File: src/rtl/dtg_pkg.sv
package dtg_pkg;
   // unit indices, also the reload-block flat index
   localparam int UNIT_HPORCH = 0;
   localparam int UNIT_HSYNC  = 1;
   localparam int UNIT_VPORCH = 2;
   localparam int UNIT_VSYNC  = 3;
   localparam int UNIT_SIZE   = 4;
   localparam int UNIT_POL    = 5;
   localparam int NUM_UNITS   = 6;

   // non-shadowed registers
   localparam int REG_CTRL     = 6;
   localparam int REG_IRQ_CLR  = 7;
   localparam int REG_RLD_BASE = 8;

   localparam int CTRL_RUN_BIT    = 0;
   localparam int CTRL_IRQ_EN_BIT = 1;
   localparam int UPPER_LSB       = 16;
endpackage

File: src/rtl/dtg_regs.sv
module dtg_regs
   import dtg_pkg::*;
#(
   parameter int ADDR_W = 4,
   parameter int DATA_W = 32,
   parameter logic [NUM_UNITS-1:0][DATA_W-1:0] RESET_WORDS = '0
) (
   input  logic                              clk_i,
   input  logic                              rst_ni,
   input  logic                              wr_en_i,
   input  logic [ADDR_W-1:0]                 wr_addr_i,
   input  logic [DATA_W-1:0]                 wr_data_i,
   input  logic                              commit_i,
   output logic [NUM_UNITS-1:0][DATA_W-1:0]  act_o,
   output logic [NUM_UNITS-1:0]              rld_dis_o,
   output logic                              run_o,
   output logic                              irq_en_o,
   output logic                              clr_o
);
   logic [NUM_UNITS-1:0][DATA_W-1:0] pend_q;

   for (genvar u = 0; u < NUM_UNITS; u++) begin : g_unit
      localparam int RLD_WORD = REG_RLD_BASE + u / 32;
      localparam int RLD_BIT  = u % 32;

      always_ff @(posedge clk_i or negedge rst_ni) begin
         if (!rst_ni) begin
            pend_q[u] <= RESET_WORDS[u];
            act_o[u]  <= RESET_WORDS[u];
         end else begin
            if (wr_en_i && wr_addr_i == ADDR_W'(u))
               pend_q[u] <= wr_data_i;
            if (commit_i && !rld_dis_o[u])
               act_o[u] <= pend_q[u];
         end
      end

      always_ff @(posedge clk_i or negedge rst_ni) begin
         if (!rst_ni)
            rld_dis_o[u] <= 1'b0;
         else if (wr_en_i && wr_addr_i == ADDR_W'(RLD_WORD))
            rld_dis_o[u] <= wr_data_i[RLD_BIT];
      end
   end

   always_ff @(posedge clk_i or negedge rst_ni) begin
      if (!rst_ni) begin
         run_o    <= 1'b0;
         irq_en_o <= 1'b0;
      end else if (wr_en_i && wr_addr_i == ADDR_W'(REG_CTRL)) begin
         run_o    <= wr_data_i[CTRL_RUN_BIT];
         irq_en_o <= wr_data_i[CTRL_IRQ_EN_BIT];
      end
   end

   assign clr_o = wr_en_i && (wr_addr_i == ADDR_W'(REG_IRQ_CLR)) && wr_data_i[0];
endmodule

File: src/rtl/dtg_counters.sv
module dtg_counters #(
   parameter int TOT_W = 14
) (
   input  logic             clk_i,
   input  logic             rst_ni,
   input  logic             run_i,
   input  logic [TOT_W-1:0] h_act_i,
   input  logic [TOT_W-1:0] h_fp_i,
   input  logic [TOT_W-1:0] h_sw_i,
   input  logic [TOT_W-1:0] h_bp_i,
   input  logic [TOT_W-1:0] v_act_i,
   input  logic [TOT_W-1:0] v_fp_i,
   input  logic [TOT_W-1:0] v_sw_i,
   input  logic [TOT_W-1:0] v_bp_i,
   output logic             hs_act_o,
   output logic             vs_act_o,
   output logic             de_o,
   output logic             fe_o,
   output logic             commit_o
);
   logic [TOT_W-1:0] h_q, v_q;
   logic [TOT_W-1:0] h_sync_beg, h_sync_end, h_total;
   logic [TOT_W-1:0] v_sync_beg, v_sync_end, v_total;
   logic             h_last, v_last;

   assign h_sync_beg = h_act_i + h_fp_i;
   assign h_sync_end = h_sync_beg + h_sw_i;
   assign h_total    = h_sync_end + h_bp_i;
   assign v_sync_beg = v_act_i + v_fp_i;
   assign v_sync_end = v_sync_beg + v_sw_i;
   assign v_total    = v_sync_end + v_bp_i;

   assign h_last = (h_q == h_total - TOT_W'(1));
   assign v_last = (v_q == v_total - TOT_W'(1));

   always_ff @(posedge clk_i or negedge rst_ni) begin
      if (!rst_ni) begin
         h_q <= '0;
         v_q <= '0;
      end else if (!run_i) begin
         h_q <= '0;
         v_q <= '0;
      end else if (h_last) begin
         h_q <= '0;
         v_q <= v_last ? '0 : v_q + TOT_W'(1);
      end else begin
         h_q <= h_q + TOT_W'(1);
      end
   end

   assign hs_act_o = run_i && (h_q >= h_sync_beg) && (h_q < h_sync_end);
   assign vs_act_o = run_i && (v_q >= v_sync_beg) && (v_q < v_sync_end);
   assign de_o     = run_i && (h_q < h_act_i) && (v_q < v_act_i);
   assign fe_o     = run_i && (h_q == h_act_i - TOT_W'(1)) && (v_q == v_act_i - TOT_W'(1));
   assign commit_o = run_i && h_last && v_last;
endmodule

File: src/rtl/dtg_irq.sv
module dtg_irq (
   input  logic clk_i,
   input  logic rst_ni,
   input  logic fe_i,
   input  logic clr_i,
   input  logic irq_en_i,
   output logic status_o,
   output logic irq_o
);
   // a new frame end wins over a clear in the same cycle
   always_ff @(posedge clk_i or negedge rst_ni) begin
      if (!rst_ni)
         status_o <= 1'b0;
      else if (fe_i)
         status_o <= 1'b1;
      else if (clr_i)
         status_o <= 1'b0;
   end

   assign irq_o = status_o && irq_en_i;
endmodule

File: src/rtl/disp_timing_gen.sv
module disp_timing_gen
   import dtg_pkg::*;
#(
   parameter int ADDR_W    = 4,
   parameter int DATA_W    = 32,
   parameter int CNT_W     = 12,
   parameter int VSYNC_MAX = 15,
   parameter int H_ACTIVE  = 4,
   parameter int H_FP      = 1,
   parameter int H_SYNC    = 1,
   parameter int H_BP      = 1,
   parameter int V_ACTIVE  = 3,
   parameter int V_FP      = 1,
   parameter int V_SYNC    = 1,
   parameter int V_BP      = 1
) (
   input  logic              clk_i,
   input  logic              rst_ni,
   input  logic              wr_en_i,
   input  logic [ADDR_W-1:0] wr_addr_i,
   input  logic [DATA_W-1:0] wr_data_i,
   output logic              hsync_o,
   output logic              vsync_o,
   output logic              de_o,
   output logic              frame_end_o,
   output logic              irq_o
);
   localparam int TOT_W     = CNT_W + 2;
   localparam int RLD_WORDS = (NUM_UNITS + 31) / 32;
   localparam logic [NUM_UNITS-1:0][DATA_W-1:0] RESET_WORDS = {
      DATA_W'(0),
      DATA_W'(((V_ACTIVE - 1) << UPPER_LSB) | (H_ACTIVE - 1)),
      DATA_W'(V_SYNC - 1),
      DATA_W'((V_BP << UPPER_LSB) | V_FP),
      DATA_W'(H_SYNC - 1),
      DATA_W'((H_BP << UPPER_LSB) | H_FP)
   };

   if (CNT_W < 4 || CNT_W > UPPER_LSB) begin : g_bad_cnt
      $error("CNT_W must lie in 4..16");
   end
   if (DATA_W < UPPER_LSB + CNT_W) begin : g_bad_data
      $error("DATA_W too narrow for the packed fields");
   end
   if (REG_RLD_BASE + RLD_WORDS > (1 << ADDR_W)) begin : g_bad_addr
      $error("ADDR_W too narrow for the reload-block words");
   end
   if (VSYNC_MAX < 1 || VSYNC_MAX >= (1 << CNT_W)) begin : g_bad_vmax
      $error("VSYNC_MAX out of range");
   end

   logic [NUM_UNITS-1:0][DATA_W-1:0] act_words;
   logic [NUM_UNITS-1:0]             rld_dis;
   logic run, irq_en, irq_clr, irq_status;
   logic commit, hs_act, vs_act;
   logic unused_words;

   logic [TOT_W-1:0] h_act, h_fp, h_sw, h_bp;
   logic [TOT_W-1:0] v_act, v_fp, v_sw, v_bp, v_sw_full;

   dtg_regs #(
      .ADDR_W      (ADDR_W),
      .DATA_W      (DATA_W),
      .RESET_WORDS (RESET_WORDS)
   ) u_regs (
      .clk_i     (clk_i),
      .rst_ni    (rst_ni),
      .wr_en_i   (wr_en_i),
      .wr_addr_i (wr_addr_i),
      .wr_data_i (wr_data_i),
      .commit_i  (commit),
      .act_o     (act_words),
      .rld_dis_o (rld_dis),
      .run_o     (run),
      .irq_en_o  (irq_en),
      .clr_o     (irq_clr)
   );

   // field decode of the active copies
   assign h_fp  = TOT_W'(act_words[UNIT_HPORCH][CNT_W-1:0]);
   assign h_bp  = TOT_W'(act_words[UNIT_HPORCH][UPPER_LSB +: CNT_W]);
   assign h_sw  = TOT_W'(act_words[UNIT_HSYNC][CNT_W-1:0]) + TOT_W'(1);
   assign h_act = TOT_W'(act_words[UNIT_SIZE][CNT_W-1:0]) + TOT_W'(1);
   assign v_fp  = TOT_W'(act_words[UNIT_VPORCH][CNT_W-1:0]);
   assign v_bp  = TOT_W'(act_words[UNIT_VPORCH][UPPER_LSB +: CNT_W]);
   assign v_act = TOT_W'(act_words[UNIT_SIZE][UPPER_LSB +: CNT_W]) + TOT_W'(1);
   assign v_sw_full = TOT_W'(act_words[UNIT_VSYNC][CNT_W-1:0]) + TOT_W'(1);
   assign v_sw  = (v_sw_full > TOT_W'(VSYNC_MAX)) ? TOT_W'(VSYNC_MAX) : v_sw_full;
   assign unused_words = ^act_words;

   dtg_counters #(.TOT_W(TOT_W)) u_cnt (
      .clk_i    (clk_i),
      .rst_ni   (rst_ni),
      .run_i    (run),
      .h_act_i  (h_act),
      .h_fp_i   (h_fp),
      .h_sw_i   (h_sw),
      .h_bp_i   (h_bp),
      .v_act_i  (v_act),
      .v_fp_i   (v_fp),
      .v_sw_i   (v_sw),
      .v_bp_i   (v_bp),
      .hs_act_o (hs_act),
      .vs_act_o (vs_act),
      .de_o     (de_o),
      .fe_o     (frame_end_o),
      .commit_o (commit)
   );

   dtg_irq u_irq (
      .clk_i    (clk_i),
      .rst_ni   (rst_ni),
      .fe_i     (frame_end_o),
      .clr_i    (irq_clr),
      .irq_en_i (irq_en),
      .status_o (irq_status),
      .irq_o    (irq_o)
   );

   assign hsync_o = hs_act ^ act_words[UNIT_POL][0];
   assign vsync_o = vs_act ^ act_words[UNIT_POL][1];
endmodule

File: config.mk
export PLATFORM = sky130hd
export DESIGN_NAME = disp_timing_gen
export DESIGN_NICKNAME = d
export VERILOG_FILES = /design/src/rtl/dtg_pkg.sv /design/src/rtl/dtg_regs.sv /design/src/rtl/dtg_counters.sv /design/src/rtl/dtg_irq.sv /design/src/rtl/disp_timing_gen.sv
export SDC_FILE = /design/constraint.sdc
export NUM_CORES = 1
export LEC_CHECK = 0
export ABC_CLOCK_PERIOD_IN_PS = 9190
export BUFFER_PORTS_ARGS = -buffer_cell sky130_fd_sc_hd__buf_4
export CORE_ASPECT_RATIO = 0.7
export CORE_MARGIN = 2
export CORE_UTILIZATION = 45
export CTS_CLUSTER_DIAMETER = 150
export CTS_CLUSTER_SIZE = 16
export DETAILED_ROUTE_END_ITERATION = 7
export GPL_TIMING_DRIVEN = 0
export MAX_ROUTING_LAYER = met4
export PLACE_DENSITY = 0.7
export RECOVER_POWER = 100
export SKIP_CTS_REPAIR_TIMING = 1
export SLEW_MARGIN = 5
export SYNTH_ARGS = -nofsm -noshare
export SYNTH_HDL_FRONTEND = slang
export SYNTH_HIERARCHICAL = 1
export SYNTH_SLANG_ARGS = --single-unit
File: constraint.sdc
create_clock -name clk_i -period 9.19 [get_ports clk_i]
set_input_delay 0.919 -clock clk_i [delete_from_list [all_inputs] [get_ports clk_i]]
set_output_delay 0.919 -clock clk_i [all_outputs]
set_load 0.02 [all_outputs]
**Yosys cells after proc, flatten, opt, wreduce, memory -nomap -nowiden**

Cells that the tools add are included.

- Bits of input ports: 39
- Register bits after elaboration: 257

- Order comparisons: 7
- Reduce and logical (&&, ||, !) cells: 35
- Add/subtract/negate cells: 16
- Bitwise operators: 2
- Mux-type cells: 8
- Equal/unequal tests: 13

Operator list:

| cell | count |
|---|---|
| 2-to-1 mux 14 bit | 5 |
| == test 14 bit | 4 |
| adder 12 x 1 -> 13 bit (second input constant) | 4 |
| adder 13 x 12 -> 14 bit | 2 |
| adder 14 x 1 -> 14 bit (second input constant) | 2 |
| adder 14 x 12 -> 14 bit | 2 |
| adder 14 x 13 -> 14 bit | 2 |
| greater-or-equal comparator 14 bit | 2 |
| less-than comparator 14 x 13 -> 1 bit | 2 |
| less-than comparator 14 bit | 2 |
| subtractor 13 x 1 -> 14 bit (second input constant) | 2 |
| subtractor 14 x 1 -> 14 bit (second input constant) | 2 |
| logical AND 1 bit | 27 |
| == test 4 x 3 -> 1 bit (second input constant) | 4 |
| greater-than comparator 13 x 4 -> 1 bit (second input constant) | 1 |
| 2-to-1 mux 13 bit | 1 |
| == test 4 x 2 -> 1 bit (second input constant) | 2 |
| logical NOT 1 bit | 6 |
| == test 4 x 1 -> 1 bit (second input constant) | 1 |
| == test 4 bit (second input constant) | 1 |
| logical NOT 4 bit | 1 |
| 2-to-1 mux 1 bit | 2 |
| != test 2 x 1 -> 1 bit (second input constant) | 1 |
| nonzero test 2 bit | 1 |
| XOR 1 bit | 2 |

**Depth between registers and ports, before layout**

Gate-level depths: netlist of run 1.

- Depth in word-level cells: 10
- Depth in mapped cells: 36
- Mapped depth without buffers: 32

**Cells and area by module**

The synthesis of run 1 kept the hierarchy.

By module, submodules not included:

| module | area an instance (sq um) | cells each | instances |
|---|---|---|---|
| dtg_regs | 14609.0 | 848 | 1 |
| dtg_counters | 8339.2 | 1092 | 1 |
| disp_timing_gen | 912.1 | 129 | 1 |
| dtg_irq | 42.5 | 4 | 1 |

**Worst setup path after synthesis of run 1**

Ideal clock, no wire load.

- Kind: reg2reg
- From: register u_regs/act_o[145] (netlist bit)
- To: register u_regs/act_o[100] (netlist bit)
- Arrival: 7.530 ns
- Cell stages (with the launch flop): 31
- Path slack: 1.535 ns
- Period minus slack after synthesis: 7.655 ns
- Library setup time: 0.125 ns
- Buffers on the path: 4
- Cells stage by stage: dfstp_2 > ha_1 > and3_1 > xor2_1 > ha_1 > and3_1 > a2111o_1 > a21o_1 > a21o_1 > xor2_1 > ha_1 > o21a_1 > nor2_1 > a21oi_1 > or4_1 > nand3_1 > xnor2_1 > ha_1 > xor2_1 > o311ai_0 > nor4_1 > nand4_1 > or4_1 > nor4b_4 > buf_6 > clkbuf_1 > nor3b_1 > nor2b_1 > clkbuf_1 > buf_2 > mux2_2

- Longest elaborated chain between the ends: 8

Ends and longest elaborated chain:

| what | line | source |
|---|---|---|
| start, declared | dtg_regs.sv:14 | `output logic [NUM_UNITS-1:0][DATA_W-1:0] act_o,` |
| start signal, assigned by index | dtg_regs.sv:29 | `act_o[u] <= RESET_WORDS[u];` |
| start signal, assigned by index | dtg_regs.sv:34 | `act_o[u] <= pend_q[u];` |
| adder 12 x 1 -> 13 bit | disp_timing_gen.sv:86 | `assign v_act = TOT_W'(act_words[UNIT_SIZE][UPPER_LSB +: CNT_W]) + TOT_W'(1);` |
| via v_act[4] | disp_timing_gen.sv:59 | `logic [TOT_W-1:0] v_act, v_fp, v_sw, v_bp, v_sw_full;` |
| adder 13 x 12 -> 14 bit | dtg_counters.sv:29 | `assign v_sync_beg = v_act_i + v_fp_i;` |
| adder 14 x 13 -> 14 bit | dtg_counters.sv:30 | `assign v_sync_end = v_sync_beg + v_sw_i;` |
| adder 14 x 12 -> 14 bit | dtg_counters.sv:31 | `assign v_total = v_sync_end + v_bp_i;` |
| subtractor 14 x 1 -> 14 bit | dtg_counters.sv:34 | `assign v_last = (v_q == v_total - TOT_W'(1));` |
| == test 14 bit | dtg_counters.sv:34 |  |
| logical AND 1 bit | dtg_counters.sv:55 | `assign commit_o = run_i && h_last && v_last;` |
| via commit | disp_timing_gen.sv:55 | `logic commit, hs_act, vs_act;` |
| logical AND 1 bit | dtg_regs.sv:33 | `if (commit_i && !rld_dis_o[u])` |

The timed path passes the listed nets, and every way through them passes these cells.
A chain may end at the register's enable or synchronous reset.

**Worst setup path in the final report of run 1**

- From: register u_regs/act_o[128] (netlist bit)
- To: register u_regs/act_o[8] (netlist bit)

- Longest elaborated chain between the ends: 9

Ends and longest elaborated chain:

| what | line | source |
|---|---|---|
| adder 12 x 1 -> 13 bit | disp_timing_gen.sv:83 | `assign h_act = TOT_W'(act_words[UNIT_SIZE][CNT_W-1:0]) + TOT_W'(1);` |
| via h_act[2] | disp_timing_gen.sv:58 | `logic [TOT_W-1:0] h_act, h_fp, h_sw, h_bp;` |
| adder 13 x 12 -> 14 bit | dtg_counters.sv:26 | `assign h_sync_beg = h_act_i + h_fp_i;` |
| adder 14 x 13 -> 14 bit | dtg_counters.sv:27 | `assign h_sync_end = h_sync_beg + h_sw_i;` |
| adder 14 x 12 -> 14 bit | dtg_counters.sv:28 | `assign h_total = h_sync_end + h_bp_i;` |
| subtractor 14 x 1 -> 14 bit | dtg_counters.sv:33 | `assign h_last = (h_q == h_total - TOT_W'(1));` |
| == test 14 bit | dtg_counters.sv:33 |  |
| logical AND 1 bit (2 in series) | dtg_counters.sv:55 |  |
| via commit | disp_timing_gen.sv:55 |  |
| logical AND 1 bit | dtg_regs.sv:33 |  |

The timed path passes the listed nets, and every way through them passes these cells.

==> results of run 1 <==
==> worst paths after layout <==
path,cells after the start,to,start
worst min register to register,1,u_irq/status_o,u_irq/status_o
max in group asynchronous,2,u_regs/act_o[70],rst_ni
worst max-delay path,33,u_regs/act_o[8],u_regs/act_o[128]
min in group asynchronous,2,u_regs/act_o[21],rst_ni
worst max register to register,33,u_regs/act_o[8],u_regs/act_o[128]
worst min-delay path,1,u_irq/status_o,u_irq/status_o
==> registers in the layout, summed over array words and instances (netlist names) <==
signal            cells
u_regs/irq_en_o       1
u_cnt/h_q            14
u_regs/act_o         98
u_regs/rld_dis_o      6
u_irq/status_o        1
u_cnt/v_q            14
u_regs/pend_q        98
u_regs/run_o          1
==> stage by stage <==
step | instance area, µm² | power (mW) | instances | setup slack, ns | TNS, ns
2_1_floorplan | 17130 | 1.475 | 1714 | 1.574 | 0
3_3_place_gp | 17990 | 1.597 | 2236 | -0.4046 | -22.92
3_5_place_dp | 18060 | 1.621 | 2238 | -0.5486 | -34.88
4_1_cts | 18580 | 2.375 | 2266 | -0.6129 | -39.95
5_1_grt | 18550 | 2.466 | 2267 | 0.08175 | 0
6_report | 18550 | 2.357 | 2267 | 0.4788 | 0
==> power by group <==
part	leakage [nW]	switching (mW)	internal (mW)
combinational	5.65	0.197	0.191
sequential	3.03	0.0696	1.14
clock	0.247	0.386	0.370
total	8.93	0.652	1.70
==> metal layers <==
metal	vias to the layer above	part of all wire [%]
li1	6091	-
met1	6269	52
met2	390	40
met3	39	7.1
met4	0	1.1
met5	-	0
==> worst max-delay path: cells and delay by family, from the launching register on <==
family / cells / cell delay [ns]
flops: 1 / 0.61
simple gates: 6 / 0.74
buf+inv: 5 / 1.49
xor+xnor: 5 / 1.30
compound gates: 12 / 2.62
fa+ha+maj: 4 / 1.46
mux: 1 / 0.37
==> cell type report <==
type                       instances  area (µm²)  share of cell area, %
multi-input combinational       1274       10470                  56.42
sequential                       233        5848                  31.53
tap                              488       610.6                  3.292
inverter                         151       566.8                  3.055
clock buffer                      26       480.5                  2.590
timing repair buffer              39       292.8                  1.578
buffer                            54       246.5                  1.329
clock inverter                     2       38.79                 0.2091
==> cells in the final DEF, fill, tap and decap left out, types with 23 or more instances in the layout <==
master    instances
mux2_2          192
clkbuf_1         46
dfrtp_1         219
inv_1           150
buf_4            32
and3_1           26
xor2_1           68
a21o_1           34
nand2_1          60
conb_1           26
xnor2_1         110
o21a_1           23
nor2_1           74
nand3_1          49
o21ai_0          58
nor2b_1          24
ha_1            182
a21oi_1          73
nor3_1           43
==> flow_summary.toml, run 1 <==
[outcome]
status = "finished, violations left"
violations_in_the_final_reports = "max-capacitance violations, max-slew violations"

[layout]
final_nets = 1998
final_core_utilization_pct = 49.86
antenna_cells_inserted = 0
filler_cell_count = 3400
post_route_cells_drive_above_1_share_pct = 17.14
layout-area-overhead-vs-synth_pct = 8.903

[floorplanning]
io_pins = 44
start_util_pct = 45.78
core_region_area_um2 = 37210
die_width_um = 236.5
die_y_um = 166.8
dieArea_um2 = 39450
core.rowCount = 59

[power_and_ir_drop]
leakagePower_nw = 8.925
power.density_cell_area_nw_per_um2 = 127.1
worst_vdd_drop_mv = 0.1164

[critical_path]
crit_arrival_ns = 9.12
rrSetupSlack_ns = 0.48
worst_setup_path_start_kind = "flop"
critical_path.endpoint_type = "flop"
critical_path_peak_fanout = 19
critPathSlowestCell = "dfstp_1"
slowest_delay_ns = 0.61
critical_path_required_ns = 9.60
worstSetupPathType = "flop to flop"
critPathMostFrequentCell = "ha_1"

[global_route]
grt.overflow.total = 0
grt_antenna_before_repair = 0
gr-usage-met1_pct = 35.67
grt_usage_pct = 22.81
met2_usage_pct = 31.15
global_route_wire_length_before_repair_um = 69100
via_count_of_the_first_global_routing_pass = 12430
global_route.usage.met3_pct = 3.796
grt_most_used_layer = "met1"
grt_start_max_net_pins = 119

[timing]
finalCriticalPeriod_ns = 8.711
max-slew-margin-rel_pct = -316.4
max_freq_ghz = 0.1148
report.final.hold_viol_count = 0
fin_hold_ws_ns = 0.4770
skew_ns = 0.02281
finalSetupViolations = 0
fin_crit_sh_pct = 94.79
worst_pin_slew_ns = 6.246
grt_setup_unrepaired = "false"
finalMaxSlewViolations = 117

[placement]
globalplace.congestion = 0.9299
numPortBuffers = 34
detailed_place_hpwl_um = 34110

[clocking]
cts.path.max_buffers = 3
clock_tree_from_tritoncts = "built"
clkSlewWorstSetupHoldPaths_ns = 0.07
level_count_of_the_clock_h_tree = 1
tritoncts_num_sinks = 233
tritoncts.num_buffers = 18
worstSkewPairLatency_ns = 0.53
root_buffer = "clkbuf_16"

[routing]
drt_pass1_iterations = 5
post_drt_antenna_nets = 0
vias = 12790
wire_per_inst_um = 19.20
drt-vias-per-instance = 5.641
post-route-drc-count = 0
drt_iter0_drc = 1064
drt_wl_total_um = 43530

[synthesis]
syn-mean-instance-area_um2 = 10.09
synth_cells = 1689
synthesis.yosys.warnings = 6
post_synth_instance_area_um2 = 17030

[job]
drv_cap = 1

[hold_path]
hold_path_class = "flop to flop"
No activity file was read; power rests on OpenSTA's default activity.
==> inputs of run 2 (changes only) <==
CORE_UTILIZATION = 40   (was 45)
PLACE_DENSITY = 0.65   (was 0.7)
TNS_END_PERCENT = 50   (was unset)
==> run 2 against run 1 <==
  * The run still ends with max-capacitance violations, max-slew violations left
  * Sequential power about the same
  * Combinational power about the same
  * Setup slack worse by 0.11 ns
  * Critical path depth up 1
  * Register-to-register slack worse by 0.11 ns
  * Maximum frequency down 1.2%
  * Hold slack better by 0.0031 ns
  * Largest cell class unchanged
==> flow_summary.toml, run 2 (synthesized netlist as in run 1, its figures left out) <==
[clocking]
clock_tree_from_tritoncts = "built"
level_count_of_the_clock_h_tree = 1
cts.path.max_buffers = 3
worstSkewPairLatency_ns = 0.55
tritoncts.num_buffers = 18
clkSlewWorstSetupHoldPaths_ns = 0.07
tritoncts_num_sinks = 233
root_buffer = "clkbuf_16"

[routing]
vias = 12670
drt-vias-per-instance = 5.426
drt_pass1_iterations = 7
post-route-drc-count = 0
drt_iter0_drc = 1005
post_drt_antenna_nets = 0
wire_per_inst_um = 18.77
drt_wl_total_um = 43820

[layout]
multi_input_area_um2 = 10480
final_nets = 2000
biggestRegsByFlops = "u_regs/act_o (98), u_regs/pend_q (98)"
antenna_cells_inserted = 0
filler_cell_count = 4024
post_route_cells_drive_above_1_share_pct = 17.50
seqCellArea_um2 = 5848
final_common_cell = "dfrtp_1"
layout-area-overhead-vs-synth_pct = 9.571
final_cell_mix = "219 x dfrtp_1, 192 x mux2_2, 182 x ha_1"

[hold_path]
worst_hold_startpoint = "u_irq/status_o"
hold_path_class = "flop to flop"

[critical_path]
rrSetupSlack_ns = 0.37
worst-r2r-cell-count = 34
worstPathBufferInverterCount = 6
slowest_delay_ns = 0.58
crit_path_start = "u_regs/act_o[128]"
critical_path.endpoint_type = "flop"
critPathMostFrequentCell = "ha_1"
critical_path_peak_fanout = 10
crit_arrival_ns = 9.24
crit_family = "compound AO/OA/AOI/OAI gates"
critical_path_required_ns = 9.61
worstSetupEndpoint = "u_regs/act_o[9]"
number_of_gates_on_the_worst_path_with_buffers_counted = 34
regToRegEndpoint = "u_regs/act_o[9]"
worstSetupPathType = "flop to flop"
worst_setup_path_start_kind = "flop"
critical_path.reg2reg.startpoint = "u_regs/act_o[128]"
critPathSlowestCell = "dfstp_2"

[global_route]
grt_antenna_before_repair = 0
grt.overflow.total = 0
grt_usage_pct = 20.78
via_count_of_the_first_global_routing_pass = 12360
global_route_wire_length_before_repair_um = 69750
grt_start_max_net_pins = 108

[timing]
grt_setup_unrepaired = "true"
finalSetupViolations = 0
fin_ws_ns = 0.3725
worst_pin_slew_ns = 4.841
finalCriticalPeriod_ns = 8.817
skew_ns = 0.03548
fin_crit_sh_pct = 95.95
max-slew-margin-rel_pct = -222.8
finalMaxSlewViolations = 129
report.final.hold_viol_count = 0
max_freq_ghz = 0.1134

[floorplanning]
io_pins = 44
die_y_um = 176.7
die_width_um = 250.6
dieArea_um2 = 44280
start_util_pct = 40.39
core.rowCount = 63
core_region_area_um2 = 42170

[power_and_ir_drop]
worst_vdd_drop_mv = 0.1201
power.density_cell_area_nw_per_um2 = 127.1
finalPower_mw = 2.372
leakagePower_nw = 8.960

[placement]
numPortBuffers = 34
detailed_place_hpwl_um = 34450
globalplace.congestion = 0.9388
pre_cts_slack_ns = -0.5796

[outcome]
violations_in_the_final_reports = "max-capacitance violations, max-slew violations"
status = "finished, violations left"

[job]
drv_cap = 2
==> run 2: changes by cell type in the layout (fill, tap and decap cells not counted), moves of 2 or more <==
cell,change
dfstp_2,+2
xor2_1,+2
buf_4,+4
dfstp_1,-2
buf_2,+6
clkbuf_2,-5
xor2_2,-3
==> run 2: area by class of cell <==
cell class,count,share of cell area (%)
clock buffer,28,2.614
multi-input combinational,1274,56.12
buffer,55,1.347
inverter,151,3.037
tap,552,3.700
sequential,233,31.33
clock inverter,2,0.2078
timing repair buffer,40,1.636
==> run 2: worst min path at each step <==
stage	end	slack, ns	depth (start not counted)
global route	u_irq/status_o	0.50	1
floorplan	u_irq/status_o	0.45	1
global placement	u_irq/status_o	0.46	1
finish	u_irq/status_o	0.48	1
detailed placement	u_irq/status_o	0.47	1
CTS	u_regs/pend_q[21]	0.25	1
==> run 2: per-stage QoR <==
stage | setup TNS, ns | instances | instance area (µm²) | hold WS, ns | utilization [%]
2_1_floorplan | 0 | 1714 | 17130 | 0.4455 | -
3_3_place_gp | -16.17 | 2300 | 18070 | 0.4555 | 42.86
3_5_place_dp | -35.63 | 2302 | 18140 | 0.4652 | 43.01
6_report | 0 | 2335 | 18660 | 0.4801 | 44.26
4_1_cts | -39.13 | 2332 | 18660 | 0.2519 | 44.25
5_1_grt | -0.2459 | 2335 | 18660 | 0.5015 | 44.26
==> run 2: power breakdown <==
part           total (mW)  internal, mW  leakage (nW)  switching, mW
logic               0.390         0.192          5.68          0.198
clock network       0.766         0.373         0.250          0.393
registers            1.22          1.14          3.03         0.0722
total                2.37          1.71          8.96          0.663
==> run 2: routing by layer <==
layer | up-vias | global-route usage (%) | share of wire, %
li1 | 6104 | - | -
met1 | 6180 | 31.91 | 52
met2 | 345 | 28.15 | 39
met3 | 41 | 4.191 | 7.9
met4 | 0 | 3.318 | 1.4
met5 | - | - | 0
==> inputs of run 3 (changes only) <==
CELL_PAD_IN_SITES_DETAIL_PLACEMENT = 0   (was unset)
CELL_PAD_IN_SITES_GLOBAL_PLACEMENT = 1   (was unset)
PLACE_DENSITY = 0.76   (was 0.65)
SYNTH_HIERARCHICAL = unset   (was 1)
==> run 3 against run 2 <==
  * The run still ends with max-capacitance violations, max-slew violations left
  * Die area is 1.2% lower
  * Synthesized area is 1.2% lower
  * Combinational power is 62% higher
  * Global-route usage is 1.2 points higher
  * Utilization is 0.30 points higher
  * Sequential share of layout area is 0.47 points higher
  * Non-clock buffer count is 7 higher
  * Via count is 0.86% higher
  * Hold slack better by 0.0012 ns
  * Critical path type unchanged
  * Largest cell class unchanged
==> flow_summary.toml, run 3 <==
[critical_path]
worst_setup_path_start_kind = "flop"
critical_path.endpoint_type = "flop"
crit_arrival_ns = 8.97
critical_path_required_ns = 9.58
crit_family = "simple AND/OR/NAND/NOR gates"
critPathSlowestCell = "or4b_1"
critical_path_peak_fanout = 10
worstPathBufferInverterCount = 4
slowest_delay_ns = 0.65
critPathMostFrequentCell = "ha_1"
worstSetupPathType = "flop to flop"

[routing]
wire_per_inst_um = 20.27
post_drt_antenna_nets = 0
vias = 12780
drt-vias-per-instance = 5.583
drt_pass1_iterations = 5
post-route-drc-count = 0
drt_iter0_drc = 984
drt_wl_total_um = 46390

[hold_path]
hold_path_class = "flop to flop"

[timing]
fin_ws_ns = 0.6108
max_freq_ghz = 0.1166
report.final.hold_viol_count = 0
fin_crit_sh_pct = 93.35
finalSetupViolations = 0
totalNegativeSetupSlack_ns = 0
grt_setup_unrepaired = "false"
finalMaxSlewViolations = 159
skew_ns = 0.05043
max-slew-margin-rel_pct = -170.8
worst_pin_slew_ns = 4.062
finalCriticalPeriod_ns = 8.579

[synthesis]
synth_cells = 1666
synth_top_cells_by_count = "219 x dfrtp_1, 189 x mux2_2, 170 x ha_1, 134 x inv_1, 101 x xnor2_1"
netlist-cell-type-count = 83
synthesis.yosys.warnings = 0
post_synth_main_area_contributors = "dfrtp_1 33%, mux2_2 13%, ha_1 13%, xnor2_1 5.3%, xor2_1 3.5%"
post_synth_instance_area_um2 = 16830
synth-seq-cells = 233
yosysTopAreaCell = "dfrtp_1"
synth-main-ff-cell = "dfrtp_1"
number_of_enable_flip_flop_cells_after_synthesis = 0
async_reset_ff_share_pct = 100.0
share_of_the_yosys_chip_area_belonging_to_registers_pct = 34.75
yosys.cell_count.top_type = "dfrtp_1"
post-synth-top-area-fraction_pct = 32.57
syn-mean-instance-area_um2 = 10.10

[placement]
detailed_place_hpwl_um = 36810
pre_cts_slack_ns = 0.5676
globalplace.congestion = 0.9269
dp.cells = 2254
numPortBuffers = 34

[layout]
final_instance_count_excl_fillers = 2289
final_nets = 1952
biggestRegsByFlops = "u_regs.act_o (98), u_regs.pend_q (98)"
final_core_utilization_pct = 44.56
final_cell_mix = "219 x dfrtp_1, 189 x mux2_2, 170 x ha_1"
layout-area-overhead-vs-synth_pct = 9.271
post_route_cells_drive_above_1_share_pct = 17.77
final_common_cell = "dfrtp_1"
filler_cell_count = 3953
seqCellArea_um2 = 5848
antenna_cells_inserted = 0
multi_input_area_um2 = 10250

[clocking]
clkSlewWorstSetupHoldPaths_ns = 0.10
level_count_of_the_clock_h_tree = 1
clock_tree_from_tritoncts = "built"
tritoncts_num_sinks = 233
tritoncts.num_buffers = 18
worstSkewPairLatency_ns = 0.55
cts.path.max_buffers = 3
root_buffer = "clkbuf_16"

[job]
drv_cap = 2

[outcome]
violations_in_the_final_reports = "max-capacitance violations, max-slew violations"
status = "finished, violations left"

[floorplanning]
die_width_um = 249.2
die_y_um = 175.6
start_util_pct = 40.78
dieArea_um2 = 43750
core.rowCount = 62
core_region_area_um2 = 41270
io_pins = 44

[power_and_ir_drop]
power.density_cell_area_nw_per_um2 = 142.5
leakagePower_nw = 8.540
worst_vdd_drop_mv = 0.1189

[global_route]
global_route_wire_length_before_repair_um = 72460
grt_start_max_net_pins = 84
grt.overflow.total = 0
grt_usage_pct = 21.98
grt_antenna_before_repair = 1
via_count_of_the_first_global_routing_pass = 12330
[run 3: stage by stage]
| stage | instance area [µm²] | hold WS [ns] | total power, mW |
|---|---|---|---|
| final | 18390 | 0.4813 | 2.621 |
| after global routing | 18390 | 0.4960 | 2.757 |
| after floorplan | 16860 | 0.4522 | 1.651 |
| after detailed placement | 17860 | 0.4782 | 1.886 |
| after global placement | 17790 | 0.4618 | 1.867 |
| after CTS | 18380 | 0.3184 | 2.645 |
[run 3: cell type report]
type	count	share of cell area (%)
Multi-Input combinational cell	1247	55.75
Sequential cell	233	31.80
Tap cell	544	3.701
Inverter	135	2.756
Clock buffer	26	2.613
Timing Repair Buffer	43	1.783
Buffer	59	1.388
Clock inverter	2	0.2109
[run 3: path summary, 6_finish.rpt]
path	startpoint	end	slack, ns	cells after the start
min in group asynchronous	rst_ni	u_regs.act_o[85]	1.71	1
worst max-delay path	u_regs.act_o[144]	u_regs.act_o[154]	0.61	30
worst min register to register	u_regs.pend_q[85]	u_regs.act_o[85]	0.48	1
max in group asynchronous	rst_ni	u_regs.pend_q[67]	1.73	2
worst min-delay path	u_regs.pend_q[85]	u_regs.act_o[85]	0.48	1
worst max register to register	u_regs.act_o[144]	u_regs.act_o[154]	0.61	30
[run 3: layer usage]
| metal | wire length, µm | share of wire, % | vias up | track usage [%] |
|---|---|---|---|---|
| met2 | 17600 | 38 | 352 | 28.71 |
| met4 | 435 | 0.94 | 0 | 2.460 |
| met5 | 0 | 0 | - | - |
| met1 | 25220 | 54 | 6319 | 35.21 |
| met3 | 3138 | 6.8 | 36 | 4.090 |
| li1 | - | - | 6072 | - |
[run 3: worst register-to-register path: cells and delay by family (launching register included)]
kind,cells,cell delay [ns]
AOI/OAI and AO/OA,6,1.11
xor gates and xnor gates,5,1.62
DFF,1,0.54
buffers and inverters,4,0.97
adders and majority gates,4,1.25
muxes,1,0.39
and+or+nand+nor,10,2.56
[run 3: power breakdown]
part	switching, mW	internal, mW
clock network	0.386	0.370
logic	0.351	0.278
registers	0.0862	1.15
[run 3: cells by family after synthesis]
logic type | count (synthesis) | synth area share (%)
and+or+nand+nor | 394 | 12.85
AOI/OAI and AO/OA | 289 | 11.35
DFF | 233 | 34.75
muxes | 208 | 14.10
buffers and inverters | 194 | 4.528
adders and majority gates | 177 | 13.41
xor gates and xnor gates | 170 | 8.981
other | 1 | 0.02228
